--- src/rtl/plat_regs_pkg.sv ---
// Shared types and constants of the platform register bank.
// Assumes a 32-bit data path and a 16-bit decoded offset.
package plat_regs_pkg;

    typedef enum logic [1:0] {
        SZ_BYTE  = 2'd0,
        SZ_HALF  = 2'd1,
        SZ_WORD  = 2'd2,
        SZ_DWORD = 2'd3
    } acc_size_e;

    typedef enum logic [3:0] {
        SEL_NONE,
        SEL_ID0,
        SEL_ID1,
        SEL_ID2,
        SEL_RSTCTL,
        SEL_MEMSTAT,
        SEL_LINKSTAT,
        SEL_CLKDIV,
        SEL_BUILDCFG,
        SEL_MEMCFG
    } reg_sel_e;

    localparam int DATA_W  = 32;
    localparam int OFF_W   = 16;
    localparam int FIELD_W = 8;

    localparam logic [OFF_W-1:0] OFF_ID0      = 16'h0000;
    localparam logic [OFF_W-1:0] OFF_ID1      = 16'h0004;
    localparam logic [OFF_W-1:0] OFF_ID2      = 16'h0008;
    localparam logic [OFF_W-1:0] OFF_RSTCTL   = 16'h0010;
    localparam logic [OFF_W-1:0] OFF_MEMSTAT  = 16'h0014;
    localparam logic [OFF_W-1:0] OFF_LINKSTAT = 16'h0018;
    localparam logic [OFF_W-1:0] OFF_CLKDIV   = 16'h0030;
    localparam logic [OFF_W-1:0] OFF_BUILDCFG = 16'h0034;
    localparam logic [OFF_W-1:0] OFF_MEMCFG   = 16'h0038;

    localparam int RST_BIT = 4;

    localparam logic [DATA_W-1:0] MEMSTAT_VAL  = 32'h0000_0005;
    localparam logic [DATA_W-1:0] BUILDCFG_VAL = 32'h0000_000E;

endpackage

--- src/rtl/plat_addr_decode.sv ---
// Offset decoder: maps a decoded offset to a register select and tells
// whether that offset is implemented for reads and for writes.
// Purely combinational; assumes the caller has already cut the address.
module plat_addr_decode
    import plat_regs_pkg::*;
#(
    parameter int DEC_W = OFF_W
) (
    input  logic [DEC_W-1:0] offset,
    output reg_sel_e         sel,
    output logic             rd_known,
    output logic             wr_known
);

    // Select the register addressed by the offset.
    always_comb begin
        case (offset)
            OFF_ID0:      sel = SEL_ID0;
            OFF_ID1:      sel = SEL_ID1;
            OFF_ID2:      sel = SEL_ID2;
            OFF_RSTCTL:   sel = SEL_RSTCTL;
            OFF_MEMSTAT:  sel = SEL_MEMSTAT;
            OFF_LINKSTAT: sel = SEL_LINKSTAT;
            OFF_CLKDIV:   sel = SEL_CLKDIV;
            OFF_BUILDCFG: sel = SEL_BUILDCFG;
            OFF_MEMCFG:   sel = SEL_MEMCFG;
            default:      sel = SEL_NONE;
        endcase
    end

    // Reads are implemented everywhere except the control and link words.
    always_comb begin
        case (sel)
            SEL_NONE, SEL_RSTCTL, SEL_LINKSTAT: rd_known = 1'b0;
            default:                            rd_known = 1'b1;
        endcase
    end

    // Writes are accepted (stored nowhere) by every named register.
    always_comb wr_known = (sel != SEL_NONE);

endmodule

--- src/rtl/plat_status_mux.sv ---
// Read value composer: builds the 32-bit word of each readable register
// from fixed encodings and the two live inputs.
// Assumes input widths do not exceed their field widths.
module plat_status_mux
    import plat_regs_pkg::*;
#(
    parameter int MHZ_W = 8,
    parameter int GIB_W = 4
) (
    input  reg_sel_e          sel,
    input  logic [MHZ_W-1:0]  timer_mhz,
    input  logic [GIB_W-1:0]  mem_gib,
    output logic [DATA_W-1:0] value
);

    localparam int SIZE_W = 4;
    localparam int ONES_W = 12;
    localparam logic [FIELD_W-1:0] UNIT = FIELD_W'(1);

    logic [FIELD_W-1:0] mhz_f;
    logic [SIZE_W-1:0]  gib_f;
    logic [DATA_W-1:0]  clkdiv_w;
    logic [DATA_W-1:0]  memcfg_w;

    // Fit the live inputs into their field widths.
    always_comb begin
        mhz_f = FIELD_W'(timer_mhz);
        gib_f = SIZE_W'(mem_gib);
    end

    // Pack the divider and memory configuration words.
    always_comb begin
        clkdiv_w = {UNIT, UNIT, mhz_f, UNIT};
        memcfg_w = {{(DATA_W-ONES_W-SIZE_W){1'b0}}, {ONES_W{1'b1}}, gib_f};
    end

    // Choose the word for the selected register; others read as zero.
    always_comb begin
        case (sel)
            SEL_MEMSTAT:  value = MEMSTAT_VAL;
            SEL_CLKDIV:   value = clkdiv_w;
            SEL_BUILDCFG: value = BUILDCFG_VAL;
            SEL_MEMCFG:   value = memcfg_w;
            default:      value = '0;
        endcase
    end

endmodule

--- src/rtl/plat_reset_trigger.sv ---
// Reset trigger: turns an accepted control write with the trigger bit set
// into a single registered request pulse. Stores no value.
// Assumes fire is already qualified by size and offset.
module plat_reset_trigger #(
    parameter int DATA_W  = 32,
    parameter int TRIG_BIT = 4
) (
    input  logic              clk,
    input  logic              rst_n,
    input  logic              fire,
    input  logic [DATA_W-1:0] wdata,
    output logic              pulse
);

    // Register the request for exactly the cycle after the write.
    always_ff @(posedge clk) begin
        if (!rst_n) pulse <= 1'b0;
        else        pulse <= fire && wdata[TRIG_BIT];
    end

endmodule

--- src/rtl/plat_ctrl_regs.sv ---
// Platform status and control register bank (top).
// Decodes address bits [15:0], honours only 4-byte accesses, returns
// registered read data one cycle after a read, flags unimplemented
// accesses and issues a one-cycle system reset request.
// Assumes one request per cycle with no back-pressure.
module plat_ctrl_regs
    import plat_regs_pkg::*;
#(
    parameter int ADDR_W = 32,
    parameter int MHZ_W  = 8,
    parameter int GIB_W  = 4
) (
    input  logic              clk,
    input  logic              rst_n,
    input  logic              req_valid,
    input  logic              req_write,
    input  logic [ADDR_W-1:0] req_addr,
    input  logic [1:0]        req_size,
    input  logic [31:0]       req_wdata,
    input  logic [MHZ_W-1:0]  timer_mhz,
    input  logic [GIB_W-1:0]  mem_gib,
    output logic [31:0]       rdata,
    output logic              rd_valid,
    output logic              unimpl,
    output logic              sys_reset_req
);

    logic [OFF_W-1:0]  offset;
    reg_sel_e          sel;
    logic              rd_known;
    logic              wr_known;
    logic              word_ok;
    logic              rd_req;
    logic              wr_req;
    logic              rd_hit;
    logic              bad_acc;
    logic              fire;
    logic [DATA_W-1:0] rd_value;

    // Cut the decoded offset from the address.
    always_comb offset = req_addr[OFF_W-1:0];

    plat_addr_decode #(.DEC_W(OFF_W)) u_dec (
        .offset   (offset),
        .sel      (sel),
        .rd_known (rd_known),
        .wr_known (wr_known)
    );

    plat_status_mux #(.MHZ_W(MHZ_W), .GIB_W(GIB_W)) u_mux (
        .sel       (sel),
        .timer_mhz (timer_mhz),
        .mem_gib   (mem_gib),
        .value     (rd_value)
    );

    // Qualify the request by direction, size and decode.
    always_comb begin
        word_ok = (acc_size_e'(req_size) == SZ_WORD);
        rd_req  = req_valid && !req_write;
        wr_req  = req_valid && req_write;
        rd_hit  = rd_req && word_ok && rd_known;
        bad_acc = req_valid && (!word_ok || (req_write ? !wr_known : !rd_known));
        fire    = wr_req && word_ok && (sel == SEL_RSTCTL);
    end

    plat_reset_trigger #(.DATA_W(DATA_W), .TRIG_BIT(RST_BIT)) u_rst (
        .clk   (clk),
        .rst_n (rst_n),
        .fire  (fire),
        .wdata (req_wdata),
        .pulse (sys_reset_req)
    );

    // Register the read response; data updates only on reads.
    always_ff @(posedge clk) begin
        if (!rst_n) begin
            rdata    <= '0;
            rd_valid <= 1'b0;
        end else begin
            rd_valid <= rd_req;
            if (rd_req) rdata <= rd_hit ? rd_value : '0;
        end
    end

    // Register the one-cycle unimplemented-access flag.
    always_ff @(posedge clk) begin
        if (!rst_n) unimpl <= 1'b0;
        else        unimpl <= bad_acc;
    end

endmodule

--- config.mk ---
export PLATFORM = sky130hd
export DESIGN_NAME = plat_ctrl_regs
export DESIGN_NICKNAME = d
export VERILOG_FILES = /design/src/rtl/plat_regs_pkg.sv /design/src/rtl/plat_addr_decode.sv /design/src/rtl/plat_status_mux.sv /design/src/rtl/plat_reset_trigger.sv /design/src/rtl/plat_ctrl_regs.sv
export SDC_FILE = /design/constraint.sdc
export NUM_CORES = 1
export LEC_CHECK = 0
export BUFFER_PORTS_ARGS = -buffer_cell sky130_fd_sc_hd__buf_2
export CORE_ASPECT_RATIO = 0.5
export CORE_MARGIN = 3
export CORE_UTILIZATION = 32
export CTS_CLUSTER_SIZE = 8
export DETAILED_ROUTE_END_ITERATION = 6
export GPL_TIMING_DRIVEN = 0
export PLACE_DENSITY = 0.82
export SYNTH_ARGS = -nofsm -noshare
export SYNTH_HDL_FRONTEND = slang
export SYNTH_SLANG_ARGS = --single-unit
--- constraint.sdc ---
create_clock -name clk -period 2.2 [get_ports clk]
set_input_delay 0.44 -clock clk [delete_from_list [all_inputs] [get_ports clk]]
set_output_delay 0.44 -clock clk [all_outputs]
set_load 0.02 [all_outputs]
; Word-level counts from Yosys, hierarchy flattened
; Cells that the tools add are included.
[op_classes]
eq_ne = 15
n_mux = 5
n_reduce_logical = 16
[ops]
columns = operator, count
row1 = 25-bit case mux with 4 select lines, 1
row2 = 16-bit by 5-bit == test with 1-bit output (second input constant), 3
row3 = 16-bit by 6-bit == test with 1-bit output (second input constant), 3
row4 = 4-bit case mux with 9 select lines, 1
row5 = 32-bit two-way mux, 1
row6 = 16-bit by 3-bit == test with 1-bit output (second input constant), 1
row7 = 16-bit by 4-bit == test with 1-bit output (second input constant), 1
row8 = 4-bit by 3-bit == test with 1-bit output (second input constant), 4
row9 = 16-bit logical NOT, 1
row10 = 4-bit == test (second input constant), 2
row11 = 1-bit logical AND, 8
row12 = 4-bit logical NOT, 1
row13 = 4-bit nonzero test, 1
row14 = 1-bit logical NOT, 3
row15 = 3-bit OR reduction, 1
row16 = 2-bit == test (second input constant), 1
row17 = 1-bit two-way mux, 2
row18 = 1-bit logical OR, 1
[word_totals]
reg_bits = 35

; Longest topological paths before layout
[depth]
word_depth = 7
depth_mapped = 5

; By module
; Synthesis repeated with hierarchy kept, for this count alone.
[unflattened]
cells_unflattened = 165
hier_area_um2 = 1585.3
[by_module_without_submodules]
columns = mod, n_inst, cells_each, area_per_inst_um2, seq_area_each_um2
row1 = plat_ctrl_regs, 1, 83, 1088.5, 680.7
row2 = plat_status_mux, 1, 52, 312.8, 0.0
row3 = plat_addr_decode, 1, 28, 157.7, 0.0
row4 = plat_reset_trigger, 1, 2, 26.3, 20.0

; Worst setup path before layout
; No wires, ideal clock.
[synth_path]
path_type = input port to flip-flop
start = input req_addr[1]
end = register rdata[1]
setup_ps = 69
arrival_time_ps = 1655
t_required_ps = 2131
path_slack_ps = 476
cell_stages = 4
n_path_buf = 0
path_cell_list = or4_4 nor4_4 nand4_1 o21ai_1
[synth_via]
elab_chain_cells = 7
[synth_rtl]
columns = item, line
row1 = start: declaration, plat_ctrl_regs.sv:17  ; input logic [ADDR_W-1:0] req_addr,
row2 = 16-bit by 6-bit == test with 1-bit output (tied with other cells), plat_addr_decode.sv:17  ; case (offset)
row3 = 4-bit case mux with 9 select lines *, plat_addr_decode.sv:17
row4 = 4-bit by 3-bit == test with 1-bit output / 4-bit logical NOT (equally long branches), plat_addr_decode.sv:33  ; case (sel)
row5 = 3-bit OR reduction, plat_addr_decode.sv:33
row6 = 1-bit two-way mux, plat_addr_decode.sv:33
row7 = 1-bit logical AND, plat_ctrl_regs.sv:62  ; rd_hit = rd_req && word_ok && rd_known;
row8 = 32-bit two-way mux *, plat_ctrl_regs.sv:82  ; if (rd_req) rdata <= rd_hit ? rd_value : '0;
row9 = end signal: assignment, plat_ctrl_regs.sv:82
row10 = end: declaration, plat_ctrl_regs.sv:22  ; output logic [31:0] rdata,
; Every way passes the cells marked *; elsewhere a longest branch is shown, timed or not.
; A chain may end at the register's enable or synchronous reset.

; Worst setup path in the final report
[layout_path]
start = input req_addr[1]
end = register rdata[9]
; The elaborated chain is that of the path after synthesis.

==> run_results.csv <==
group,metric,value,unit
sta,maxSlewViolCount,0,
place,place_area,1340,sq um
min_path,hold_path_class,"in2reg",
final_layout,syn2layout_area_growth,43.0,%
clock_tree,h-tree-depth,1,
sta,whs,430,ps
clock_tree,clock-sinks,17,
route,drt-total-wl,2.25,mm
yosys,seq_area_frac_synth,35.2,%
grt,grt_first_pass_wirelength,3.71,mm
die,std_cell_rows,13,
place,dp_hpwl,1.91,mm
sta,setup_viol,0,
grt,grt_pass1_vias,870,
final_layout,drive_above_1_share,44.4,%
yosys,synthAdderAreaFrac,0,%
die,die_w,83.7,um
sta,setup_tns,0,ps
clock_tree,cts.clk_slew.worst_paths,60,ps
grt,overflow,0,
die,die_area,3750,sq um
yosys,synth_simple_gate_area_share,36.7,%
yosys,synth_top_family_by_area,"simple AND/OR/NAND/NOR gates",
grt,antenna_found_initial,0,
route,via_count,994,
yosys,synth_cells,117,
final_layout,final_nets,272,
clock_tree,cts_setup_buffers,0,
sta,final_hold_viol_count,0,
clock_tree,cts_made_buffers,3,
yosys,ys.flop_type,"dfxtp_1",
sta,slew_headroom,67.0,%
setup_path,worstSetupEndpointType,"register",
grt,grtUsageTotal,12.1,%
sta,rsz0062_at_grt,"false",
clock_tree,cts_buffer_depth,2,
sta,worstMarginPinSlew,492,ps
clock_tree,insertion_delay,250,ps
power,power.density,475,nW/um^2
yosys,ys_top_cells_by_area,"dfxtp_1 (35%), buf_4 (14%), o21ai_1 (6.7%), nand2_1 (5.4%), nor4_4 (4.4%)",
route,wl_per_cell,9.97,um
yosys,synth_top_area_cell,"dfxtp_1",
route,drtAntennaViolNets,0,
die,core_area,2730,sq um
clock_tree,cts_tree,"built",
yosys,synthMuxAreaShare,0,%
clock_tree,clockRootBuffer,"clkbuf_8",
sta,max_freq,0.581,GHz
clock_tree,ctsResizeCount,0,
power,peakVddDrop,0.000321,V
yosys,yosysWarnings,0,
setup_path,crit_type,"in2reg",
final_layout,n_antenna_cell,0,
sta,min_period_over_period,78.2,%
grt,grt_start_max_net_pins,11,
setup_path,arrival,1890,ps
flow_run,maxCapViolCount,0,
run_status,status,"finished clean",
yosys,synth-seq-cells,17,
route,drc,0,
route,dr.pass1.iters,4,
sta,fin_skew,0,ps
yosys,synth_compound_area_share,12.0,%
yosys,yosys.area_share.xor_xnor,0,%
place,port_buffers,55,
yosys,synth_cell_types,30,
die,io_pins,117,
yosys,synth.top_cell.area_share,35.2,%
route,drtIter0Drc,18,
setup_path,critical_path_required,2370,ps
route,via_per_inst,4.40,
yosys,synth_area,966,sq um
final_layout,multiInputGateArea,523,sq um
setup_path,worstPathMaxFanout,8,
clock_tree,cts_hold_buf,0,
yosys,synth.avg_cell_area,8.26,sq um
die,die_y,44.9,um
final_layout,postLayoutCellArea,1380,sq um
yosys,synthArstFlopShare,0,%
final_layout,n_fill_cell,276,
sta,layout_min_cycle_time,1720,ps
place,routabilityCongestion,0.784,
power,leakage,0.000699,uW
yosys,synth_edf_count,0,
setup_path,critPathLaunchType,"input port",
final_layout,seqCellArea,340,sq um
die,initial_core_util,35.3,%
==> power by group <==
part / switching, uW / internal (uW) / total [uW] / leakage (uW)
clock network: 97.4 / 128 / 226 / 0.0000228
logic: 66.9 / 54.0 / 121 / 0.000539
registers: 0.270 / 309 / 310 / 0.000137
total: 165 / 492 / 656 / 0.000699
==> logic make-up (layout without fill, tap and decap cells) <==
group                  after synthesis  count (layout)
buffers and inverters               22              81
DFF                                 17              17
AOI/OAI and AO/OA                   20              20
other                                1              14
and+or+nand+nor                     57              57
==> sequential cells by signal, indices dropped and copies added, names as in the netlist <==
signal	flops
rd_valid	1
unimpl	1
u_rst.pulse	1
rdata	14
==> per-layer routing <==
metal / track usage (%) / vias up / wire, um / share of wire [%]
li1: - / 525 / - / -
met1: 14.5 / 423 / 940 / 42
met2: 21.6 / 44 / 1100 / 49
met3: 3.28 / 2 / 194 / 8.6
met4: 3.85 / 0 / 24 / 1.1
met5: 0 / - / 0 / 0
==> worst paths after layout <==
check               startpoint  cells past startpoint  slack (ps)        end
setup reg to reg      rdata[7]                      2        1570   rdata[7]
hold reg to reg      rdata[10]                      2         440  rdata[10]
setup / recovery   req_addr[1]                      5         480   rdata[9]
hold / removal    timer_mhz[5]                      3         430  rdata[13]
==> critical path, cell delays in order <==
cell	delay (ps)
buf_2	90
or4_4	580
nor4_4	430
nand3_4	180
o21ai_1	170
==> final cells by class <==
| class | count | area share (%) |
|---|---|---|
| tap | 37 | 3.35 |
| sequential | 17 | 24.6 |
| clock buffer | 4 | 3.26 |
| inverter | 2 | 0.543 |
| multi-input combinational | 91 | 37.9 |
| buffer | 20 | 10.4 |
| timing repair buffer | 55 | 19.9 |
==> metrics by stage <==
stage | setup WS [ps] | utilization, % | instances | power [uW]
after detailed placement | 206 | 48.9 | 222 | 436
after global routing | 355 | 50.5 | 226 | 690
after floorplan | 476 | - | 130 | 393
final | 480 | 50.5 | 226 | 656
after CTS | 486 | 50.5 | 226 | 663
after global placement | 269 | 48.9 | 222 | 435
==> cell usage in the layout (no fill, tap or decap), drive strengths merged <==
cell and n:
buf 74, dfxtp 17, o21ai 15, nand2 14
conb 14, nor2 11, nor2b 5, nand4 5
clkbuf 5, nor4 4, or4 3, nand3 3
inv 2, nand2b 2, nor3 2, a21oi 2
and3 2, nand3b 1, or3 1, a221oi 1
and2 1, o31ai 1, nand4b 1, nor3b 1
o2111ai 1, and4b 1
==> synth_stat cells (3+ instances only) <==
library cell  instances
buf_4                18
dfxtp_1              17
nand2_1              14
nand4_1               5
nor2_1               11
nor2b_1               5
o21ai_1              13
or4_4                 3
Note: power is estimated with default switching activity, not from simulation.
